File: config.mk
export PLATFORM = sky130hd
export DESIGN_NAME = ir_port
export DESIGN_NICKNAME = d
export VERILOG_FILES = /design/src/rtl/ir_pkg.sv /design/src/rtl/ir_sync.sv /design/src/rtl/ir_adapt.sv /design/src/rtl/ir_port.sv
export SDC_FILE = /design/constraint.sdc
export NUM_CORES = 1
export LEC_CHECK = 0
export ABC_CLOCK_PERIOD_IN_PS = 5200
export BUFFER_PORTS_ARGS = -buffer_cell sky130_fd_sc_hd__buf_2
export CAP_MARGIN = 20
export CORE_MARGIN = 5
export CORE_UTILIZATION = 56
export DETAILED_ROUTE_END_ITERATION = 16
export PLACE_DENSITY = 0.78
export SLEW_MARGIN = 30
export SYNTH_ARGS = -nofsm -noshare
export SYNTH_HDL_FRONTEND = slang
export SYNTH_HIERARCHICAL = 1
export SYNTH_SLANG_ARGS = --single-unit
File: constraint.sdc
create_clock -name clk -period 5.2 [get_ports clk]
set_input_delay 0 -clock clk [delete_from_list [all_inputs] [get_ports clk]]
set_output_delay 0 -clock clk [all_outputs]
set_load 0.05 [all_outputs]
File: src/rtl/ir_pkg.sv
// Shared definitions for the infrared port.
// Assumes: the register layout below is fixed, because software decodes it.
package ir_pkg;
    typedef struct packed {
        logic [1:0] rx_en;   // receive enable field, bits 7..6
        logic       tx;      // LED drive, bit 0
    } ir_ctrl_t;

    localparam logic [1:0] RX_ARMED = 2'b11;
    localparam logic [3:0] PAD_ONES = 4'hF;
endpackage

File: src/rtl/ir_sync.sv
// Multi-flop synchroniser for the asynchronous detector input.
// Assumes: STAGES >= 2; the output lags the input by STAGES edges.
module ir_sync #(
    parameter int STAGES = 2
) (
    input  logic clk,
    input  logic rst_n,
    input  logic d_in,
    output logic q_out
);
    logic [STAGES-1:0] chain;

    // Shift the input along the chain; clear it on reset.
    always_ff @(posedge clk) begin
        if (!rst_n) chain <= '0;
        else        chain <= {chain[STAGES-2:0], d_in};
    end

    assign q_out = chain[STAGES-1];
endmodule

File: src/rtl/ir_adapt.sv
// Adaptation stage: passes the synchronised level through until it has
// stayed active for LIMIT cycles, then treats it as ambient light.
// Assumes: sync_in is already synchronous to clk; LIMIT >= 1.
module ir_adapt #(
    parameter int LIMIT = 25000
) (
    input  logic clk,
    input  logic rst_n,
    input  logic sync_in,
    output logic detected
);
    localparam int CW = $clog2(LIMIT + 1);
    localparam logic [CW-1:0] LIM = CW'(LIMIT);

    logic [CW-1:0] run_cnt;

    // Count consecutive active samples, saturating; any idle sample clears.
    always_ff @(posedge clk) begin
        if (!rst_n)              run_cnt <= '0;
        else if (!sync_in)       run_cnt <= '0;
        else if (run_cnt != LIM) run_cnt <= run_cnt + 1'b1;
    end

    assign detected = sync_in && (run_cnt < LIM);


    cnt_bounded_chk: assert property (@(posedge clk) disable iff (!rst_n)
        run_cnt <= LIM);


    idle_clears_chk: assert property (@(posedge clk) disable iff (!rst_n)
        !sync_in |=> run_cnt == '0);


    saturated_quiet_chk: assert property (@(posedge clk) disable iff (!rst_n)
        (run_cnt == LIM) |-> !detected);
endmodule

File: src/rtl/ir_port.sv
// Infrared port register: LED drive bit, receive-enable field and an
// active-low receive bit fed by a synchronised, background-adapting detector.
// Assumes: a single register, written whenever wr_en is high; reads are
// combinational from the stored state.
module ir_port
    import ir_pkg::*;
#(
    parameter int ADAPT_CYCLES = 25000,  // about 200 us at 125 MHz
    parameter int SYNC_STAGES  = 2
) (
    input  logic       clk,
    input  logic       rst_n,
    input  logic       wr_en,
    input  logic [7:0] wr_data,
    output logic [7:0] rd_data,
    output logic       led_out,
    input  logic       ir_in
);
    ir_ctrl_t ctrl;
    logic     ir_sync_q;
    logic     ir_seen;
    logic     rx_bit_n;

    // Hold the writable fields; bits 5..1 of a write are dropped.
    always_ff @(posedge clk) begin
        if (!rst_n)     ctrl <= '{rx_en: 2'b00, tx: 1'b0};
        else if (wr_en) ctrl <= '{rx_en: wr_data[7:6], tx: wr_data[0]};
    end

    ir_sync #(.STAGES(SYNC_STAGES)) u_sync (
        .clk   (clk),
        .rst_n (rst_n),
        .d_in  (ir_in),
        .q_out (ir_sync_q)
    );

    ir_adapt #(.LIMIT(ADAPT_CYCLES)) u_adapt (
        .clk      (clk),
        .rst_n    (rst_n),
        .sync_in  (ir_sync_q),
        .detected (ir_seen)
    );

    // Active-low receive bit, forced idle unless the receiver is armed.
    always_comb begin
        rx_bit_n = !((ctrl.rx_en == RX_ARMED) && ir_seen);
    end

    assign rd_data = {ctrl.rx_en, PAD_ONES, rx_bit_n, ctrl.tx};
    assign led_out = ctrl.tx;


    led_follows_write_chk: assert property (@(posedge clk) disable iff (!rst_n)
        wr_en |=> led_out == $past(wr_data[0]));


    disarmed_idle_chk: assert property (@(posedge clk) disable iff (!rst_n)
        (rd_data[7:6] != RX_ARMED) |-> rd_data[1]);


    zero_write_idle_chk: assert property (@(posedge clk) disable iff (!rst_n)
        (wr_en && wr_data == 8'h00) |=> (!led_out && rd_data[1]));


    enable_readback_chk: assert property (@(posedge clk) disable iff (!rst_n)
        wr_en |=> rd_data[7:6] == $past(wr_data[7:6]));
endmodule

==> impl_metrics.env <==
export IMPL_num_rows=15
export IMPL_grt_pass1_wl_mm=3.036
export IMPL_synth_top_area_share_pct=41.50
export IMPL_path_max_fanout=5
export IMPL_cts_buffers=3
export IMPL_hold_class="in2reg"
export IMPL_start_kind="flip-flop"
export IMPL_rr_endpoint="u_adapt/run_cnt[1]"
export IMPL_worst_path_buf_inv=1
export IMPL_dieArea_um2=2653
export IMPL_critical_path_top_delay_family="simple AND/OR/NAND/NOR gates"
export IMPL_viasPerCell=5.338
export IMPL_nNetsFinal=140
export IMPL_reg2reg_depth=6
export IMPL_fillCellCount=153
export IMPL_clockBufferDepth=2
export IMPL_period_share_pct=36.20
export IMPL_antenna_found_initial=0
export IMPL_yosysUniqueCellTypes=30
export IMPL_mostFrequentLayoutCells="dfxtp_1, nor2_1, buf_2, nand3_1, xnor2_1"
export IMPL_grt_max_degree=16
export IMPL_hold_start="wr_en"
export IMPL_path_class="reg2reg"
export IMPL_clock_sinks=20
export IMPL_fmax_mhz=531.2
export IMPL_hpwlAfterDp_mm=1.260
export IMPL_fin_worst_skew_ps=2.468
export IMPL_overflow=0
export IMPL_slew_headroom_pct=66.29
export IMPL_status="complete, no violations"
export IMPL_syn_area_um2=964.7
export IMPL_slowest_stage="or4bb_1"
export IMPL_cts_root_buf="clkbuf_4"
export IMPL_core_area_um2=1689
export IMPL_yosysTopAreaCell="dfxtp_1"
export IMPL_antennaDiodeCount=0
export IMPL_drc=0
export IMPL_rrSetupSlack_ps=3320
export IMPL_yosysSeqAreaShare_pct=41.50
export IMPL_pin_count=21
export IMPL_yosys_register_bits=20
export IMPL_area_growth_pct=12.97
export IMPL_die_height_um=51.51
export IMPL_first_pass_iters=4
export IMPL_setup_tns_ps=0
export IMPL_arrival_ps=2060
export IMPL_p_leak_nw=0.3956
export IMPL_placement_io_buffers=11
export IMPL_final_min_clock_period_ps=1882
export IMPL_path_cells="inv_1 -> ha_1 -> or4bb_1 -> nor4_4 -> mux2i_1 -> nor2_1"
export IMPL_power_density_nw_per_um2=250.1
export IMPL_clock_latency_ps=300
export IMPL_holdPathEnd="rd_data[7]"
export IMPL_setup_worst_path_end_class="flip-flop"
export IMPL_drtIter0Drc=22
export IMPL_cts_tree="built"
export IMPL_required_ps=5380
export IMPL_vias=758
export IMPL_avgSynthCellArea_um2=8.850
export IMPL_grt_usage_pct=15.11
export IMPL_r2r_start="u_adapt/run_cnt[0]"
export IMPL_synth_cells=109
export IMPL_wl_per_cell_um=12.52
export IMPL_ys_top_cells_by_area="dfxtp_1, xnor2_1, nor2_1"
export IMPL_ir_drop_mv=0.1833
export IMPL_layout_commonest_cell="dfxtp_1"
export IMPL_setup_viol=0
export IMPL_place_gp_congestion=0.7787
export IMPL_hold_depth=3
export IMPL_cts_resized=0
export IMPL_initial_core_util_pct=57.11
export IMPL_cap_viol_max_count=0
export IMPL_drv_slew=0
export IMPL_ant_nets=0
export IMPL_htree_levels=1
export IMPL_rsz0062_at_grt="no"
export IMPL_die_w_um=51.51
export IMPL_routed_wl_mm=1.778
export IMPL_final_hold_viol_count=0
export IMPL_max_stage_delay_ps=520
export IMPL_path_depth=6
export IMPL_yosys_warnings=6
export IMPL_grt_pass1_vias=720
export IMPL_drive_gt1_share_pct=15.20
export IMPL_clkTransAtPathRegs_ps=110
export IMPL_power_uw=272.6
export IMPL_worstMarginPinSlew_ps=504.4
routing by layer:
| metal | part of all wire (%) | global-route usage (%) | up-vias |
|---|---|---|---|
| met2 | 50 | 25.21 | 11 |
| met3 | 2.6 | 2.865 | 2 |
| met4 | 0.79 | 7.424 | 0 |
| met1 | 47 | 18.51 | 353 |
| met5 | 0 | 0 | - |
| li1 | - | - | 392 |
state kept, by name (all words and copies together) (netlist names):
| signal | flops |
|---|---|
| u_sync/chain | 2 |
| led_out | 1 |
| rd_data | 2 |
| u_adapt/run_cnt | 15 |
tightest hold or removal path: cells and delay by family:
| kind | cells | cell delay (ps) |
|---|---|---|
| buf+inv | 1 | 120 |
| simple gates | 1 | 100 |
| mux | 1 | 80 |
layout make-up:
class                   instances  area, um2  share of cell area, %
inverters                       6      22.52                  2.067
well taps                      17      21.27                  1.952
clock buffers                   4      36.28                  3.329
multi-input cells              79      504.2                  46.27
flip-flops and latches         20      400.4                  36.74
repair buffers                 16      105.1                  9.644
worst max-delay path by stage:
stage / slack [ps] / to / start
CTS: 3310 / u_adapt/run_cnt[1] / u_adapt/run_cnt[0]
global route: 3150 / u_adapt/run_cnt[1] / u_adapt/run_cnt[0]
global placement: 3330 / u_adapt/run_cnt[1] / u_adapt/run_cnt[0]
floorplan: 3470 / u_adapt/run_cnt[1] / u_adapt/run_cnt[0]
finish: 3320 / u_adapt/run_cnt[1] / u_adapt/run_cnt[0]
detailed placement: 3320 / u_adapt/run_cnt[1] / u_adapt/run_cnt[0]
per-stage QoR:
| step | instances | area (um2) | worst slack, ps | utilization (%) | hold slack [ps] |
|---|---|---|---|---|---|
| after detailed placement | 133 | 1003 | 3320 | 59.41 | 209.2 |
| final | 142 | 1090 | 3318 | 64.52 | 29.73 |
| after global placement | 133 | 1003 | 3334 | 59.41 | 201.6 |
| after floorplan | 112 | 975.9 | 3466 | - | 121.7 |
| after global routing | 142 | 1090 | 3152 | 64.52 | 52.15 |
| after CTS | 142 | 1090 | 3307 | 64.52 | 20.72 |
power breakdown:
group / switching, mW / internal, mW / leakage (nW)
clock network: 0.0467 / 0.0427 / 0.0210
registers: 0.00162 / 0.155 / 0.162
logic: 0.0180 / 0.00804 / 0.212
repair_timing:
action	in CTS	in global routing
setup buffers	0	0
hold buffers	5	0
endpoints found under the hold margin	5	0
cells by family after synthesis:
family	share of synthesized area, %
and+or+nand+nor	28.53
DFF	41.50
buffers and inverters	7.392
xor gates and xnor gates	9.988
AOI/OAI and AO/OA	5.447
muxes	4.151
adders and majority gates	2.594
other	0.3887
cells in the mapped netlist:
| cell | count |
|---|---|
| and3_1 | 2 |
| nand2_1 | 4 |
| mux2i_1 | 4 |
| conb_1 | 1 |
| o21a_1 | 1 |
| nor4_1 | 1 |
| nor4_4 | 1 |
| nand2b_1 | 1 |
| xnor2_1 | 8 |
| clkbuf_1 | 1 |
| o21ai_0 | 1 |
| a31o_2 | 1 |
| a41o_1 | 1 |
| ha_1 | 2 |
| nor2b_1 | 3 |
| a31oi_1 | 1 |
| buf_4 | 6 |
| inv_1 | 6 |
| nor3_1 | 6 |
| nor2_1 | 16 |
| xor2_1 | 3 |
| nand4_1 | 2 |
| nand4b_1 | 1 |
| or4_4 | 1 |
| nand3_1 | 8 |
| a21oi_1 | 3 |
| and2_1 | 2 |
| dfxtp_1 | 20 |
| or4bb_1 | 1 |
| or3b_2 | 1 |
No activity file was read; power rests on OpenSTA's default activity.
